<file path="src/rtl/tx_desc_pkg.sv">
package tx_desc_pkg;
  localparam int CNT_W = 11;
  // control word fields
  localparam int C_CHAIN = 15;
  localparam int C_NOCRC = 16;
  localparam int C_SOP   = 21;
  localparam int C_EOP   = 22;
  localparam int C_IRQ   = 23;
  // status word fields
  localparam int S_OWN   = 31;
  localparam int S_COLS  = 4;
  localparam int S_ABT   = 8;
  localparam int S_LATE  = 9;
  localparam int S_CRS   = 10;
  localparam int S_UDF   = 11;
  localparam int S_BAD   = 12;
  localparam int S_XCOL  = 15;

  typedef enum logic [2:0] {
    ST_IDLE, ST_FETCH, ST_CHECK, ST_BUF, ST_EMIT, ST_WAIT, ST_WB
  } eng_state_e;
endpackage

</file>
<file path="src/rtl/tx_byte_unpack.sv">
module tx_byte_unpack (
  input  logic        clk_i,
  input  logic        rst_ni,
  input  logic        load_i,
  input  logic [31:0] word_i,
  input  logic [2:0]  nbytes_i,
  input  logic        ready_i,
  output logic        valid_o,
  output logic [7:0]  data_o,
  output logic        last_o
);
  logic [31:0] sh_q;
  logic [2:0]  cnt_q;

  always_ff @(posedge clk_i or negedge rst_ni) begin
    if (!rst_ni) begin
      sh_q  <= '0;
      cnt_q <= '0;
    end else if (load_i) begin
      sh_q  <= word_i;
      cnt_q <= nbytes_i;
    end else if (valid_o && ready_i) begin
      sh_q  <= {8'h00, sh_q[31:8]};
      cnt_q <= cnt_q - 3'd1;
    end
  end

  assign valid_o = (cnt_q != 3'd0);
  assign data_o  = sh_q[7:0];
  assign last_o  = (cnt_q == 3'd1);

  a_r3_load_when_empty: assert property (@(posedge clk_i) disable iff (!rst_ni)
    load_i |-> !valid_o);
endmodule

</file>
<file path="src/rtl/tx_status_pack.sv">
module tx_status_pack import tx_desc_pkg::*; (
  input  logic [3:0]  ncr_i,
  input  logic        abort_i,
  input  logic        late_i,
  input  logic        crs_i,
  input  logic        udf_i,
  output logic [31:0] status_o
);
  always_comb begin
    status_o          = '0;
    status_o[3:0]     = ncr_i;
    status_o[S_COLS]  = (ncr_i != 4'd0) || abort_i;
    status_o[S_ABT]   = abort_i;
    status_o[S_XCOL]  = abort_i;
    status_o[S_LATE]  = late_i;
    status_o[S_CRS]   = crs_i;
    status_o[S_UDF]   = udf_i;
  end
endmodule

</file>
<file path="src/rtl/tx_desc_chain.sv">
module tx_desc_chain import tx_desc_pkg::*; #(
  parameter int ADDR_W = 32
) (
  input  logic              clk_i,
  input  logic              rst_ni,
  input  logic              enable_i,
  input  logic              start_load_i,
  input  logic [ADDR_W-1:0] start_addr_i,
  input  logic              poll_i,
  output logic              mem_req_o,
  output logic              mem_we_o,
  output logic [ADDR_W-1:0] mem_addr_o,
  output logic [31:0]       mem_wdata_o,
  input  logic              mem_rvalid_i,
  input  logic [31:0]       mem_rdata_i,
  output logic              tx_valid_o,
  input  logic              tx_ready_i,
  output logic [7:0]        tx_data_o,
  output logic              tx_sop_o,
  output logic              tx_eop_o,
  output logic              tx_nocrc_o,
  input  logic              tx_done_i,
  input  logic [3:0]        tx_ncr_i,
  input  logic              tx_abort_i,
  input  logic              tx_late_i,
  input  logic              tx_crs_i,
  input  logic              tx_udf_i,
  output logic              txon_o,
  output logic              irq_o
);
  eng_state_e        state_q;
  logic [1:0]        widx_q;
  logic [ADDR_W-1:0] cur_q, buf_q, branch_q;
  logic [31:0]       ctrl_q, wb_q;
  logic [CNT_W-1:0]  remain_q;
  logic              in_frame_q, first_q, nocrc_q, stop_q, txon_q, irq_q;

  logic [31:0]       mac_status;
  logic              u_load, u_valid, u_last;
  logic [7:0]        u_data;
  logic [2:0]        u_nb;
  logic              bad_desc;
  logic [CNT_W-1:0]  cnt_w;

  assign cnt_w = ctrl_q[CNT_W-1:0];
  assign bad_desc = (cnt_w == '0)
                 || (ctrl_q[C_SOP] == in_frame_q)
                 || (!ctrl_q[C_EOP] && !ctrl_q[C_CHAIN])
                 || (in_frame_q && !ctrl_q[C_CHAIN]);

  assign u_nb   = (remain_q >= CNT_W'(4)) ? 3'd4 : remain_q[2:0];
  assign u_load = (state_q == ST_BUF) && mem_rvalid_i;

  tx_byte_unpack u_unpack (
    .clk_i   (clk_i),
    .rst_ni  (rst_ni),
    .load_i  (u_load),
    .word_i  (mem_rdata_i),
    .nbytes_i(u_nb),
    .ready_i (tx_ready_i),
    .valid_o (u_valid),
    .data_o  (u_data),
    .last_o  (u_last)
  );

  tx_status_pack u_stat (
    .ncr_i   (tx_ncr_i),
    .abort_i (tx_abort_i),
    .late_i  (tx_late_i),
    .crs_i   (tx_crs_i),
    .udf_i   (tx_udf_i),
    .status_o(mac_status)
  );

  always_comb begin
    mem_req_o   = 1'b0;
    mem_we_o    = 1'b0;
    mem_addr_o  = cur_q + ADDR_W'({widx_q, 2'b00});
    mem_wdata_o = wb_q;
    case (state_q)
      ST_FETCH: mem_req_o = 1'b1;
      ST_BUF: begin
        mem_req_o  = 1'b1;
        mem_addr_o = buf_q;
      end
      ST_WB: begin
        mem_req_o  = 1'b1;
        mem_we_o   = 1'b1;
        mem_addr_o = cur_q;
      end
      default: ;
    endcase
  end

  assign tx_valid_o  = u_valid;
  assign tx_data_o   = u_data;
  assign tx_sop_o    = u_valid && first_q;
  assign tx_eop_o    = u_valid && u_last && (remain_q == '0) && ctrl_q[C_EOP];
  assign tx_nocrc_o  = nocrc_q;
  assign txon_o      = txon_q;
  assign irq_o       = irq_q;

  always_ff @(posedge clk_i or negedge rst_ni) begin
    if (!rst_ni) begin
      state_q    <= ST_IDLE;
      widx_q     <= '0;
      cur_q      <= '0;
      buf_q      <= '0;
      branch_q   <= '0;
      ctrl_q     <= '0;
      wb_q       <= '0;
      remain_q   <= '0;
      in_frame_q <= 1'b0;
      first_q    <= 1'b0;
      nocrc_q    <= 1'b0;
      stop_q     <= 1'b0;
      txon_q     <= 1'b0;
      irq_q      <= 1'b0;
    end else begin
      irq_q <= 1'b0;
      case (state_q)
        ST_IDLE: begin
          if (start_load_i) begin
            cur_q      <= start_addr_i;
            txon_q     <= 1'b1;
            in_frame_q <= 1'b0;
          end else if (poll_i && txon_q && enable_i) begin
            widx_q  <= '0;
            state_q <= ST_FETCH;
          end
        end
        ST_FETCH: if (mem_rvalid_i) begin
          widx_q <= widx_q + 2'd1;
          case (widx_q)
            2'd0: if (!mem_rdata_i[S_OWN]) state_q <= ST_IDLE;
            2'd1: ctrl_q <= mem_rdata_i;
            2'd2: buf_q <= mem_rdata_i[ADDR_W-1:0];
            default: begin
              branch_q <= mem_rdata_i[ADDR_W-1:0];
              state_q  <= ST_CHECK;
            end
          endcase
        end
        ST_CHECK: begin
          if (bad_desc) begin
            wb_q       <= 32'h1 << S_BAD;
            stop_q     <= 1'b1;
            in_frame_q <= 1'b0;
            state_q    <= ST_WB;
          end else begin
            remain_q <= cnt_w;
            if (ctrl_q[C_SOP]) begin
              first_q    <= 1'b1;
              nocrc_q    <= ctrl_q[C_NOCRC];
              in_frame_q <= 1'b1;
            end
            state_q <= ST_BUF;
          end
        end
        ST_BUF: if (mem_rvalid_i) begin
          remain_q <= remain_q - CNT_W'(u_nb);
          buf_q    <= buf_q + ADDR_W'(4);
          state_q  <= ST_EMIT;
        end
        ST_EMIT: if (u_valid && tx_ready_i) begin
          first_q <= 1'b0;
          if (u_last) begin
            if (remain_q != '0) state_q <= ST_BUF;
            else if (ctrl_q[C_EOP]) state_q <= ST_WAIT;
            else begin
              wb_q    <= '0;
              stop_q  <= 1'b0;
              state_q <= ST_WB;
            end
          end
        end
        ST_WAIT: if (tx_done_i) begin
          wb_q       <= mac_status;
          stop_q     <= tx_abort_i || tx_udf_i;
          in_frame_q <= 1'b0;
          state_q    <= ST_WB;
        end
        ST_WB: if (mem_rvalid_i) begin
          irq_q <= stop_q || ctrl_q[C_IRQ];
          if (stop_q) begin
            txon_q  <= 1'b0;
            state_q <= ST_IDLE;
          end else begin
            cur_q   <= branch_q;
            widx_q  <= '0;
            state_q <= ST_FETCH;
          end
        end
        default: state_q <= ST_IDLE;
      endcase
    end
  end

  // request held steady until acknowledged
  a_r1_req_hold: assert property (@(posedge clk_i) disable iff (!rst_ni)
    mem_req_o && !mem_rvalid_i |=> mem_req_o && $stable(mem_addr_o) && $stable(mem_we_o));
  a_r6_wb_own_clear: assert property (@(posedge clk_i) disable iff (!rst_ni)
    mem_req_o && mem_we_o |-> !mem_wdata_o[S_OWN]);
  a_r10_irq_pulse: assert property (@(posedge clk_i) disable iff (!rst_ni)
    irq_o |=> !irq_o);
  a_r9_stop_irq: assert property (@(posedge clk_i) disable iff (!rst_ni)
    $fell(txon_o) |-> irq_o);
  a_r11_byte_hold: assert property (@(posedge clk_i) disable iff (!rst_ni)
    tx_valid_o && !tx_ready_i |=> tx_valid_o && $stable(tx_data_o)
      && $stable(tx_sop_o) && $stable(tx_eop_o));
endmodule

</file>
<file path="config.mk">
export PLATFORM = sky130hd
export DESIGN_NAME = tx_desc_chain
export DESIGN_NICKNAME = d
export VERILOG_FILES = /design/src/rtl/tx_desc_pkg.sv /design/src/rtl/tx_byte_unpack.sv /design/src/rtl/tx_status_pack.sv /design/src/rtl/tx_desc_chain.sv
export SDC_FILE = /design/constraint.sdc
export NUM_CORES = 1
export LEC_CHECK = 0
export BUFFER_PORTS_ARGS = -buffer_cell sky130_fd_sc_hd__buf_2
export CORE_MARGIN = 8
export CORE_UTILIZATION = 55
export CTS_CLUSTER_SIZE = 28
export DETAILED_ROUTE_END_ITERATION = 8
export PLACE_DENSITY = 0.83
export SYNTH_ARGS = -nofsm -noshare
export SYNTH_HDL_FRONTEND = slang
export SYNTH_HIERARCHICAL = 1
export SYNTH_SLANG_ARGS = --single-unit
</file>
<file path="constraint.sdc">
create_clock -name clk_i -period 2.7 [get_ports clk_i]
set_input_delay 0.27 -clock clk_i [delete_from_list [all_inputs] [get_ports clk_i]]
set_output_delay 0.27 -clock clk_i [all_outputs]
set_load 0.005 [all_outputs]
</file>
Word-level counts from Yosys, hierarchy flattened
Index checks and enable logic that the tools add are counted.

Add/subtract/negate cells: 5. Multiply operators: 0. Divide/modulo/power cells: 0. $lt $le $gt $ge: 1. Equality and inequality tests: 30. Shift operators: 0. Mux-type cells: 68. Bitwise operators: 2. Reductions and logical operators: 48.

Operators by type and width (count): $mux W32 (14); $pmux W32 S2 (3); $pmux W32 S3 (1); $mux W3 (14); $ne A2 B2 Y1 const B (17); $add A32 B3 Y32 const B (1); $add A32 B4 Y32 (1); $logic_not A11 Y1 (2); $mux W11 (2); $pmux W11 S2 (1); $pmux W3 S7 (1); $mux W1 (20); $reduce_and A4 Y1 (5); $mux W2 (6); $reduce_and A3 Y1 (4); $reduce_bool A3 Y1 (4); $ge A11 B3 Y1 const B (1); $reduce_bool A11 Y1 (1); $sub A11 B3 Y11 (1); $logic_and A1 B1 Y1 (10); $reduce_and A10 Y1 (1); $reduce_bool A2 Y1 (5); $eq A3 B3 Y1 const B (3); $reduce_and A7 Y1 (1); 22 further kinds (35).

Register bits: 209. Bits in latches: 0. Bits in writable memories: 0. ROM bits: 0. Input bits: 80. Output and inout port bits: 80. Logic and storage cells: 170. Memories kept: 0.

Logic depth before layout (Yosys ltp)
Gate-level depths: netlist of the first run.

Word-level depth: 6. Depth in mapped cells: 12. Depth with buffers taken out: 9.

Modules after synthesis
Netlist of the first run, hierarchy kept.

By module, submodules not included: tx_desc_chain (instances 1, cells an instance 1013, area an instance 9537.9 um^2, sequential area each 4154.0 um^2); tx_byte_unpack (instances 1, cells an instance 176, area an instance 1840.5 um^2, sequential area each 875.8 um^2); tx_status_pack (instances 1, cells an instance 35, area an instance 249.0 um^2, sequential area each 0.0 um^2).

Least setup slack after synthesis of the first run
No wires, ideal clock.

Path kind: reg2out. From: register widx_q[0]. To: output port mem_addr_o[30]. Arrival: 2127 ps. Required time: 2430 ps. Path slack: 303 ps. Cell stages (with the launch flop): 9. Buffers on the path: 0. Path through: dfrtp_1 -> ha_1 -> inv_1 -> fa_1 -> nand3b_1 -> nor2_2 -> nand2_2 -> or4_1 -> nand3_1.

Longest elaborated chain between the ends: 2.

RTL lines: from (decl) (line tx_desc_chain.sv:32) `logic [1:0] widx_q;`; from (signal assigned) (line tx_desc_chain.sv:133) `widx_q <= widx_q + 2'd1;`; $add A32 B4 Y32 (line tx_desc_chain.sv:78) `mem_addr_o = cur_q + ADDR_W'({widx_q, 2'b00});`; $pmux W32 S2 (line tx_desc_chain.sv:80) `case (state_q)`; to (decl) (line tx_desc_chain.sv:12) `output logic [ADDR_W-1:0] mem_addr_o,`.

Every way passes these cells.

Worst setup path after layout of the first run
From: register cur_q[2]. To: output port mem_addr_o[12].

Longest elaborated chain between the ends: 2.

RTL lines: from (decl) (line tx_desc_chain.sv:33) `logic [ADDR_W-1:0] cur_q, buf_q, branch_q;`; from (signal assigned) (line tx_desc_chain.sv:124) `cur_q <= start_addr_i;`; from (signal assigned) (line tx_desc_chain.sv:189) `cur_q <= branch_q;`; $add A32 B4 Y32 (line tx_desc_chain.sv:78); $pmux W32 S2 (line tx_desc_chain.sv:80).

Every way passes these cells.

==> results.md, run 1 <==
- After synthesis, the mean cell area works out to approximately 9.5 sq um.
- The number of flip-flops and latches in the synthesized netlist is roughly 200.
- The average wire per cell in the routed design is about 21 um.
- The total of warnings raised by yosys is 6.
- The worst-case clock skew is 8.559 ps.
- The reg-to-reg startpoint is widx_q[1]$_DFFE_PN0P_.
- The wire length after detailed routing is between 30,000 and 40,000 um.
- The maximum number of pins on one net before global-route repair is 100.
- The die width is roughly 160 um.
- The core region is roughly 21,000 sq um.
- Setup repair after global routing could not meet its margin everywhere.
- The effective utilization at floorplan is 0.5566.
- The run finished, with violations left.
- The total number of vias is ~10,000.
- In this run the number of H-tree levels came out at 1.
- The number of global-route vias before repair is around 10,000.
- Summed over all nets, the half-perimeter wirelength after detailed placement is ~24,000 um.
- Across the run, the number of max-cap violations was 0.
- The critical path is of the reg -> out type.
- The placement-stage worst setup slack is ~43 ps.
- The final reports fail on setup timing.
- The number of DRC violations after detailed-routing iteration 0 is 1,405.
- The final period utilization is 1.182.
- In the final layout, the share of cells above drive strength 1 is 0.2734.
- The post-synthesis sequential area ratio is 0.4326.
- Counting along the longest clock path gives a buffer depth of 3.
- Counting flops with a built-in enable in the synthesized netlist gives 0.
- The clock root buffer is sky130_fd_sc_hd__clkbuf_16.
- The die is about 160 um tall.
- After detailed routing, the number of remaining DRC violations is 0.
- The switching power is approximately 0.0056 W.
- The vias per cell is 6.318.
- The cell count of the worst reg-to-reg path is 10.
- The final weighted congestion in routability-driven placement is ~0.94.
- For this run, the total global-route usage over all layers was measured as 0.2577.
- At the worst endpoint, the required time is around 2400 ps.
- The proportion of power drawn by flip-flops and latches is 0.384.
- Derived from the worst setup path, the maximum achievable clock frequency is 0.3134 GHz.
- The mapped netlist covers 11,630 sq um.
- Of all cell types, the one taking the most synthesized area is sky130_fd_sc_hd__dfrtp_1.
- At the pin with the least slew margin, the transition time is 659.9 ps.
- The antenna violation net count after detailed routing is 0.
- TritonCTS built the clock tree.
- For the worst setup path, the data arrival time is a little under 3000 ps.
- The hold violation count in the final report was 0.
- The number of nets in the finished design is 1,465.
- The class of the tightest hold or removal check is in -> reg.
- The terminus of the critical flop-to-flop path is remain_q[2]$_DFFE_PN0P_.
- The number of standard-cell rows in the floorplan is 53.
- The share of synthesized flip-flops with an asynchronous set or reset is 1.000.
- The register-to-register setup slack is 210 ps.
- The static leakage is between 6 and 7 nW.
- The total of buffers placed on input and output ports is around 160.
- Across the VDD grid, the largest voltage drop is between 700 and 800 uV.
- The first global-routing pass estimated 54,780 um of wire.
- By count the netlist is led by sky130_fd_sc_hd__dfrtp_1 (201), sky130_fd_sc_hd__nand2_1 (141), sky130_fd_sc_hd__o21ai_0 (89).
- The internal portion of the total power is ~0.0087 W.
- The antenna diode count is 0.
- Yosys attributes the largest share of cell area to sky130_fd_sc_hd__dfrtp_1 (43%), sky130_fd_sc_hd__mux2i_1 (5.9%), sky130_fd_sc_hd__mux2_2 (5.1%), sky130_fd_sc_hd__nand2_1 (4.6%), sky130_fd_sc_hd__o21ai_0 (3.8%).
- The detailed-router iteration count before antenna repair is 6.
- Of the total power, combinational logic draws 0.379.
- The share of power burned in the clock network is 0.238.
- After clock tree synthesis, the clock-pin slew on the worst setup and hold paths is about 60 ps.
- Tracing the worst setup path back leads to its startpoint at cur_q[2]$_DFFE_PN0P_.
- The count of mapped cells out of synthesis is 1,224.
- The initial antenna violation count was 0.
- The total count of max-transition violations in the final report is 0.
- Setup violations remaining at the end of the flow were counted as 21.
- The element type at the critical path start is a flop.
- Counting distinct cell types in the post-synthesis netlist gives between 80 and 90.
- Buffers inserted during clock tree synthesis total 23.
- Following the worst setup path forward leads to its endpoint at mem_addr_o[12].
- The utilization of the core after routing is 0.6595.
- The power density relative to cell area is about 1000 nW/um^2.
- The die covers around 26,000 sq um.
- Of the total power, the share spent switching nets is 0.3886.
- The final period demand of the worst path is ~3200 ps.
- sky130_fd_sc_hd__dfrtp_1 is the most common cell in the netlist.
- During I/O placement, the number of pins put on the boundary was 160.
- The area fraction of the dominant cell type after synthesis is 0.4326.
- The nature of the critical path endpoint is a primary output.
- Counting every sink on the clock net gives 201.
- The worst path setup slack after routing is -491.0 ps.
- For this run, the leading register cell type out of synthesis is sky130_fd_sc_hd__dfrtp_1.
- The later pin in the worst-skew pair is clocked with a latency of about 510 ps.
- The area growth from synthesis to layout is 18.49%.
- The total overflow left after global routing is 0.
- In this run the worst path has a maximum fanout of 4.
- Measured against its own limit, the worst slew margin works out to 0.5601.
## timing repair
item | 4_1_cts | 5_1_grt
hold endpoints to repair | 72 | 0
gates resized for setup | 21 | 61
setup buffers | 9 | 14
pin swaps | 15 | 18
cloned | 1 | 1
setup endpoints to repair | 26 | 28
hold buffers | 2 | 0
## flip-flops by register name, indices dropped and copies added (netlist names)
name            count
branch_q           32
buf_q              32
ctrl_q             16
cur_q              32
first_q             1
in_frame_q          1
irq_o               1
mem_wdata_o        32
remain_q           11
state_q             3
stop_q              1
tx_nocrc_o          1
txon_o              1
u_unpack/cnt_q      3
u_unpack/sh_q      32
widx_q              2
## worst min-delay path by stage
stage                                   to        start  slack, ps  cells after the start
6_report        mem_wdata_o[9]$_DFFE_PN0P_    tx_late_i         10                      3
5_1_grt         mem_wdata_o[0]$_DFFE_PN0P_  tx_ncr_i[0]         30                      3
4_1_cts         mem_wdata_o[9]$_DFFE_PN0P_    tx_late_i         10                      3
3_5_place_dp   mem_wdata_o[18]$_DFFE_PN0P_       rst_ni        340                      1
3_3_place_gp    mem_wdata_o[2]$_DFFE_PN0P_       rst_ni        330                      1
2_1_floorplan      branch_q[0]$_DFFE_PN0P_       rst_ni        -30                      0
## final cells by class
| cell class | count | area [sq um] |
|---|---|---|
| Sequential cell | 201 | 5037 |
| Fill cell | 1586 | 7112 |
| Tap cell | 275 | 344.1 |
| Timing Repair Buffer | 221 | 1434 |
| Multi-Input combinational cell | 868 | 5936 |
| Inverter | 57 | 216.5 |
| Clock buffer | 32 | 649.4 |
| Clock inverter | 7 | 160.2 |
## kinds of logic after synthesis
| group | count (synthesis) | share of synthesized area |
|---|---|---|
| adder cells (fa/ha/maj) | 13 | 0.01463 |
| AO/OA/AOI/OAI | 316 | 0.1778 |
| multiplexers | 121 | 0.1099 |
| flip-flops | 201 | 0.4326 |
| other | 3 | 0.0009684 |
| AND/OR/NAND/NOR | 391 | 0.1785 |
| buffers and inverters | 177 | 0.08415 |
| XOR/XNOR | 2 | 0.001507 |
## power groups by stage
stage	clock network (W)	registers [W]	logic (W)
6_report	0.00340	0.00548	0.00541
2_1_floorplan	0	0.00505	0.00359
5_1_grt	0.00355	0.00563	0.00592
3_5_place_dp	0	0.00541	0.00505
4_1_cts	0.00341	0.00539	0.00519
3_3_place_gp	0	0.00534	0.00488
## per-layer routing
layer | up-vias | GRT usage | share of wire
li1 | 4677 | - | -
met1 | 5047 | 0.3562 | 0.42
met2 | 673 | 0.3967 | 0.44
met3 | 97 | 0.06108 | 0.11
met4 | 0 | 0.07449 | 0.033
met5 | - | 0 | 0
## placed cells by master, fill, tap and decap left out, drive strengths merged, types with 21 or more instances in the layout
| cell | count |
|---|---|
| a21oi | 74 |
| a221o | 23 |
| and3 | 21 |
| buf | 217 |
| clkbuf | 34 |
| conb | 24 |
| dfrtp | 201 |
| inv | 57 |
| mux2 | 53 |
| mux2i | 68 |
| nand2 | 144 |
| nand3 | 43 |
| nor2 | 37 |
| nor2b | 26 |
| nor3 | 38 |
| o21ai | 94 |
## per-stage QoR
stage                     TNS (ps)  power [W]  instances  area, sq um  hold WS [ps]
final                        -4914    0.01429       1661        13780         13.90
after CTS                    -5036    0.01400       1648        13450         10.98
after floorplan                  0   0.008638       1245        11710        -25.59
after detailed placement         0    0.01047       1597        12480         338.6
after global placement           0    0.01022       1597        12480         330.3
after global routing         -6924    0.01511       1661        13780         27.69
## critical path, cell delays in order, from the launching register on
cell                       delay, ps
sky130_fd_sc_hd__dfrtp_1         360
sky130_fd_sc_hd__ha_2            210
sky130_fd_sc_hd__inv_2            50
sky130_fd_sc_hd__fa_2            340
sky130_fd_sc_hd__nand3b_1        320
sky130_fd_sc_hd__nor2_4          270
sky130_fd_sc_hd__buf_6           140
sky130_fd_sc_hd__buf_6            90
sky130_fd_sc_hd__nand2_1          50
sky130_fd_sc_hd__a211oi_1        350
sky130_fd_sc_hd__o21ai_1         100
sky130_fd_sc_hd__buf_2           130
Note: power is estimated with default switching activity, not from simulation.
==> inputs of run 2 (changes only) <==
Settings changed: CTS_BUF_LIST set to sky130_fd_sc_hd__clkbuf_4 sky130_fd_sc_hd__clkbuf_8.
==> results.md, run 2 (synthesis results as in run 1) <==
- The flow ran to the end, but the final reports show violations.
- The final reports fail on setup timing.
- The hold violation count in the final report was 0.
- The final period demand of the worst path is about 3100 ps.
- For this design, the sink count on the clock tree is 201.
- The clock insertion delay at the later pin of the skew report is approximately 530 ps.
- The static leakage is ~6.5 nW.
- After floorplanning, the core was divided into 53 placement rows.
- Across every metal layer, demand over resource in global routing totals 0.2596.
- The number of DRC violations after detailed routing is 0.
- The power density relative to cell area is between 1000 and 1500 nW/um^2.
- Counting buffers and inverters, the worst setup path is 9 cells deep.
- The proportion of layout cells with a drive suffix above 1 is 0.2843.
- For the worst flop-to-flop path, the logic depth is 10.
- The worst hold path was traced through 3 stages.
- The total die area is 26,050 sq um.
- The met3 wire length is 3725 um.
- The first detailed-routing pass ran for 6 iterations.
- The maximum number of pins on one net before global-route repair is 100.
- The placement-stage worst setup slack is 43.31 ps.
- Across all setup checks in the final design, the least slack found is -439.5 ps.
- The met1 layer wirelength in the final routing is 14,890 um.
- Along the worst path, the maximum fanout reaches 2.
- The total power is about 0.014 W.
- The final non-filler cell area is 13,650 sq um.
- The total number of vias is around 10,000.
- In this run the remaining antenna-violating nets after routing total 0.
- In the finished design, the share of the clock period the worst path needs comes to 1.163.
- The cell family contributing the most delay on the critical path is simple AND/OR/NAND/NOR gates.
- The top cell types in the final layout, fill and taps aside, are sky130_fd_sc_hd__dfrtp_1 (194), sky130_fd_sc_hd__buf_2 (157), sky130_fd_sc_hd__nand2_1 (139), sky130_fd_sc_hd__o21ai_0 (78), sky130_fd_sc_hd__a21oi_1 (72).
- The placed instances occupy a cell area of 12,480 sq um.
- In this run, the number of DRC markers left after iteration 0 of detailed routing was around 1,300.
- The number of endpoints failing setup at the final stage is 20.
- The effective utilization at floorplan is 0.5566.
- Clock tree synthesis inserted a total of 35 buffers.
- The detailed placement HPWL is roughly 24,000 um.
- The repair_antennas step left the layout with diodes totalling 0.
- At the pin with the least slew margin, the transition time is between 600 and 700 ps.
- The total count of max-transition violations in the final report is 0.
- The total of buffers placed on input and output ports is about 160.
- Data on the critical path arrives at its endpoint at around 2900 ps.
- The count of boundary I/O pins is 160.
- CTS placed an instance of sky130_fd_sc_hd__clkbuf_8 at the clock tree root.
- The critical path in this run is classified as reg -> out.
- The top achievable clock speed is between 0.3 and 0.4 GHz.
- The worst-case IR drop observed on VDD is ~610 uV.
- The initial antenna violation count is 0.
- The maximum level of the CTS H-tree is 2.
- The congestion estimate from routability-driven global placement came to 0.9407.
- The length of routed met2 wiring is between 15,000 and 20,000 um.
- The element type at the critical path start is a flop.
- The vias per cell is a little over 6.
- After global routing the overflow that remains totals 0.
- The synthesis-to-layout area growth is 17.38%.
- The critical path goes through ha_2 > inv_2 > fa_2 > nand3b_1 > nor4_4 > nand4_1 > a21o_1 > a221o_1 > buf_2.
- The clock tree from TritonCTS is built.
- The first global-routing pass estimated between 50,000 and 60,000 um of wire.
- The core area is roughly 21,000 sq um.
- The worst pin sits at a relative slew slack of 0.5651.
- The nature of the critical path endpoint is a primary output.
- Counting both buffers and inverters, the worst setup path holds a total of 2.
- The most frequent standard cell in the layout excluding fill and tap cells is sky130_fd_sc_hd__dfrtp_1.
- The count of max-cap constraint violations is 0.
- After clock tree synthesis, the clock-pin slew on the worst setup and hold paths is 60 ps.
- The average wire per cell in the routed design is roughly 21 um.
- The number of global-route vias before repair was a little over 10,000.
- The worst path required time is about 2400 ps.
- Setup repair after global routing could not meet its margin everywhere.
- The tightest min-delay check is of the in -> reg type.
- The worst-case clock skew is around 21 ps.
- The number of nets in the finished design is ~1,500.
- The slowest stage of the critical path is the sky130_fd_sc_hd__dfrtp_1 cell.
- The top routing layer in use is met4.
- The longest clock path from root to sink contains 3 buffers.
- On the worst path, the slowest cell contributes a delay of between 300 and 400 ps.
- The height of the die is approximately 160 um.
- The wire length after detailed routing is 35,200 um.
- The die is 161.4 um wide.
run 2: cell types whose count changed in the layout (fill, tap and decap cells not counted), moves of 3 or more:
cell and delta:
sky130_fd_sc_hd__clkbuf_16 -24, sky130_fd_sc_hd__nand3_1 +3, sky130_fd_sc_hd__bufinv_16 -5, sky130_fd_sc_hd__clkinv_2 +5
sky130_fd_sc_hd__clkbuf_1 -5, sky130_fd_sc_hd__o21ai_0 +3, sky130_fd_sc_hd__clkbuf_4 +10, sky130_fd_sc_hd__dlygate4sd3_1 +3
sky130_fd_sc_hd__buf_6 -4, sky130_fd_sc_hd__clkbuf_8 +41
run 2: routing by layer:
metal  vias to the layer above  track usage
li1                       4696            -
met1                      5038       0.3571
met2                       593       0.3944
met3                       108      0.06592
met4                         0      0.08375
met5                         -            0
run 2: what timing repair did:
action,CTS,global route
hold endpoints to repair,75,0
setup buffers,7,11
endpoints found under the setup margin,26,30
gates resized for setup,20,51
pin swaps,11,15
hold buffers,5,0
cloned,1,0
run 2: path summary, 6_finish.rpt:
| path | startpoint | to | slack, ps |
|---|---|---|---|
| max | widx_q[0]$_DFFE_PN0P_ | mem_addr_o[20] | -440 |
| min in group asynchronous | rst_ni | mem_wdata_o[18]$_DFFE_PN0P_ | 320 |
| min reg2reg | ctrl_q[16]$_DFFE_PN0P_ | tx_nocrc_o$_DFFE_PN0P_ | 500 |
| max in group asynchronous | rst_ni | cur_q[11]$_DFFE_PN0P_ | 1500 |
| min | tx_ncr_i[3] | mem_wdata_o[3]$_DFFE_PN0P_ | 20 |
| max reg2reg | widx_q[1]$_DFFE_PN0P_ | remain_q[2]$_DFFE_PN0P_ | 230 |
run 2: worst reg2reg max path, cell delays in order, from the launching register on:
cell                       delay [ps]
sky130_fd_sc_hd__dfrtp_1          390
sky130_fd_sc_hd__buf_6            130
sky130_fd_sc_hd__buf_4            130
sky130_fd_sc_hd__ha_1             210
sky130_fd_sc_hd__o21ai_1          330
sky130_fd_sc_hd__nor3_4            70
sky130_fd_sc_hd__buf_12           200
sky130_fd_sc_hd__a31oi_1          230
sky130_fd_sc_hd__buf_4            270
sky130_fd_sc_hd__o22ai_1          130
sky130_fd_sc_hd__a221oi_1         270
run 2: final cells by class:
cell class | count | area [sq um]
clock buffers | 55 | 694.4
clock inverters | 7 | 35.03
fillers | 1626 | 7241
inverters | 57 | 216.5
multi-input cells | 868 | 5913
flip-flops and latches | 201 | 5039
well taps | 275 | 344.1
repair buffers | 219 | 1406
run 2: stage by stage:
stage / util / setup TNS [ps] / std cells / hold WS (ps)
2_1_floorplan: - / 0 / 1245 / -25.59
4_1_cts: 0.6408 / -5626 / 1672 / 0.3032
3_3_place_gp: 0.5973 / 0 / 1597 / 330.3
3_5_place_dp: 0.5973 / 0 / 1597 / 338.6
5_1_grt: 0.6534 / -6636 / 1682 / 23.10
6_report: 0.6534 / -4533 / 1682 / 24.30
run 2: where the power goes:
group          switching, W  internal (W)  total, W
Clock               0.00126       0.00163   0.00289
Combinational       0.00299       0.00237   0.00536
Sequential          0.00126       0.00421   0.00546
==> inputs of run 3 (changes only) <==
Settings changed: BUFFER_PORTS_ARGS -buffer_cell sky130_fd_sc_hd__buf_2 to not set, DONT_BUFFER_PORTS set to 1, PLACE_DENSITY 0.83 to 0.76.
==> results.md, run 3 (synthesis results as in run 1) <==
- The register cell area after layout is between 5000 and 6000 sq um.
- The maximum level of the CTS H-tree is 2.
- The highest fanout seen on the critical path is 5.
- The global-route wire length before repair is about 56,000 um.
- The global-route total usage across every layer is 0.2653.
- The finished cells cover between 10,000 and 15,000 sq um.
- The total die area is around 26,000 sq um.
- After clock tree synthesis, the clock-pin slew on the worst setup and hold paths is 60 ps.
- The critical path goes through ha_2 > inv_2 > fa_2 > nand3b_1 > nor2_4 > buf_12 > buf_8 > a31oi_1 > o21ai_1 > o311ai_2 > buf_4.
- The path class of the tightest hold or removal check is in -> async.
- VDD sags by at most around 600 uV.
- The tightest slew margin relative to the limit is 0.5288.
- Buffers inserted during clock tree synthesis total 35.
- The area growth from synthesis to layout is 16.16%.
- The total number of vias is ~10,000.
- The fill cell total of the finished layout is between 1,500 and 2,000.
- The total of buffers placed on input and output ports is 0.
- The height of the die is between 150 and 200 um.
- The total overflow left after global routing is 0.
- The power density relative to cell area is around 1000 nW/um^2.
- The vias per cell is around 6.3.
- For the finished layout, the period the worst path requires is about 3000 ps.
- The cell family contributing the most delay on the critical path is adder cells.
- After detailed routing, the number of remaining DRC violations is 0.
- Once layout is complete, the utilization of the core stands at 0.6466.
- Setup violations remaining at the end of the flow were counted as 12.
- The arrival time at the worst endpoint is about 2800 ps.
- The clock tree from TritonCTS is built.
- Setup repair after global routing could not meet its margin everywhere.
- In the final layout, the share of cells above drive strength 1 is 0.1815.
- The count of max-cap constraint violations is 0.
- The cell area reported after detailed placement is between 10,000 and 15,000 sq um.
- The library cells used most frequently in the layout, excluding fill and tap cells, are sky130_fd_sc_hd__dfrtp_1 (199), sky130_fd_sc_hd__nand2_1 (140), sky130_fd_sc_hd__o21ai_0 (78), sky130_fd_sc_hd__dlygate4sd3_1 (73), sky130_fd_sc_hd__a21oi_1 (72).
- The core area is about 21,000 sq um.
- The die is roughly 160 um wide.
- Entering global routing, the biggest net connects a little over 200 pins.
- After routing, the total negative slack on setup checks comes to -2910 ps.
- Hold repair after CTS inserted 73 buffers.
- The largest single stage delay on the critical path is about 370 ps.
- The number of global-route vias before repair was roughly 9,600.
- The clock root buffer is sky130_fd_sc_hd__clkbuf_8.
- The total count of max-transition violations in the final report is 0.
- STA classifies the critical path endpoint as a primary output.
- Once routing completed, OpenROAD measured the worst setup slack at -328.1 ps.
- The count of nets left with antenna violations once routing finished came out at 0.
- The flow ran to the end, but the final reports show violations.
- Dividing the final minimum period by the clock period gives 1.122.
- The count of boundary I/O pins is 160.
- The detailed-router iteration count before antenna repair is 5.
- The clock passes through at most 3 buffers.
- The slew at the pin closest to its max-slew limit is 701.4 ps.
- The worst path required time is around 2400 ps.
- After floorplanning, the core was divided into 53 placement rows.
- Across the routed clock network, the largest skew measured is ~25 ps.
- The hold violation count in the final report is 201.
- The detailed placement HPWL is around 22,000 um.
- The static leakage is 6.087 nW.
- Summing all multi-input logic gate instances after layout gives 5919 sq um.
- For this block, the routed nets add up to 35,630 um of wire.
- The worst setup path is of the reg -> out kind.
- The minimum hold slack is -551.1 ps.
- The number of nets in the finished design is roughly 1,400.
- The top achievable clock speed is 0.3302 GHz.
- The total power is 0.01320 W.
- The number of DRC violations after detailed-routing iteration 0 is around 1,200.
- The slowest stage of the critical path belongs to the cell sky130_fd_sc_hd__dfrtp_1.
- The critical path contains buffers and inverters numbering 4 combined.
- The effective utilization at floorplan is 0.5566.
- The checks that failed: hold timing, setup timing.
- The initial antenna violation count came to 3.
- The element type at the critical path start is a flop.
- Clock latency on the worst-skew pair, taken at its later pin, is about 520 ps.
- The total clock sinks is ~200.
- In the final routed layout, each cell accounts on average for 22.31 um.
- The final weighted congestion in routability-driven placement is 0.9175.
- Leaving out fill and tap cells, the most frequent cell in the layout is sky130_fd_sc_hd__dfrtp_1.
-- run 3: repair_timing --
| action | CTS | global route |
|---|---|---|
| setup buffers | 7 | 9 |
| gates resized for setup | 33 | 34 |
| endpoints found under the hold margin | 344 | 201 |
| endpoints found under the setup margin | 24 | 30 |
| cloned | 1 | 1 |
| pin swaps | 18 | 18 |
-- run 3: final timing paths --
check | from | end | slack (ps) | depth (start not counted)
setup / recovery | cur_q[2]$_DFFE_PN0P_ | mem_addr_o[22] | -330 | 11
hold / removal | rst_ni | mem_wdata_o[4]$_DFFE_PN0P_ | -550 | 0
setup reg to reg | widx_q[0]$_DFFE_PN0P_ | buf_q[19]$_DFFE_PN0P_ | 350 | 9
hold reg to reg | cur_q[0]$_DFFE_PN0P_ | cur_q[0]$_DFFE_PN0P_ | 500 | 2
max in group asynchronous | rst_ni | cur_q[16]$_DFFE_PN0P_ | 2910 | 0
min in group clk_i | start_addr_i[3] | cur_q[3]$_DFFE_PN0P_ | 20 | 2
-- run 3: layout make-up --
| cell class | count | area share |
|---|---|---|
| clock buffer | 58 | 0.05169 |
| sequential | 201 | 0.3726 |
| multi-input combinational | 867 | 0.4383 |
| antenna | 5 | 0.0009264 |
| timing repair buffer | 132 | 0.09430 |
| tap | 275 | 0.02547 |
| clock inverter | 2 | 0.0007411 |
| inverter | 57 | 0.01603 |
-- run 3: layer usage --
layer  GRT usage  wire length [um]  vias to the layer above  part of all wire
li1            -                 -                     4534                 -
met1      0.3666             15020                     4903              0.42
met2      0.4043             16040                      541              0.45
met3     0.06312              3609                       79              0.10
met4     0.08502               955                        0             0.027
met5           0                 0                        -                 0
-- run 3: report_power, final --
group | total, W | switching (W) | internal (W)
Combinational | 0.00481 | 0.00269 | 0.00212
Sequential | 0.00553 | 0.00133 | 0.00420
Clock | 0.00285 | 0.00123 | 0.00162
Total | 0.0132 | 0.00526 | 0.00794
-- run 3: per-stage QoR --
stage	setup WS, ps	cells
after floorplan	302.7	1245
after global placement	49.16	1443
after detailed placement	-10.89	1443
after CTS	-353.3	1583
after global routing	-433.2	1595
final	-328.1	1597
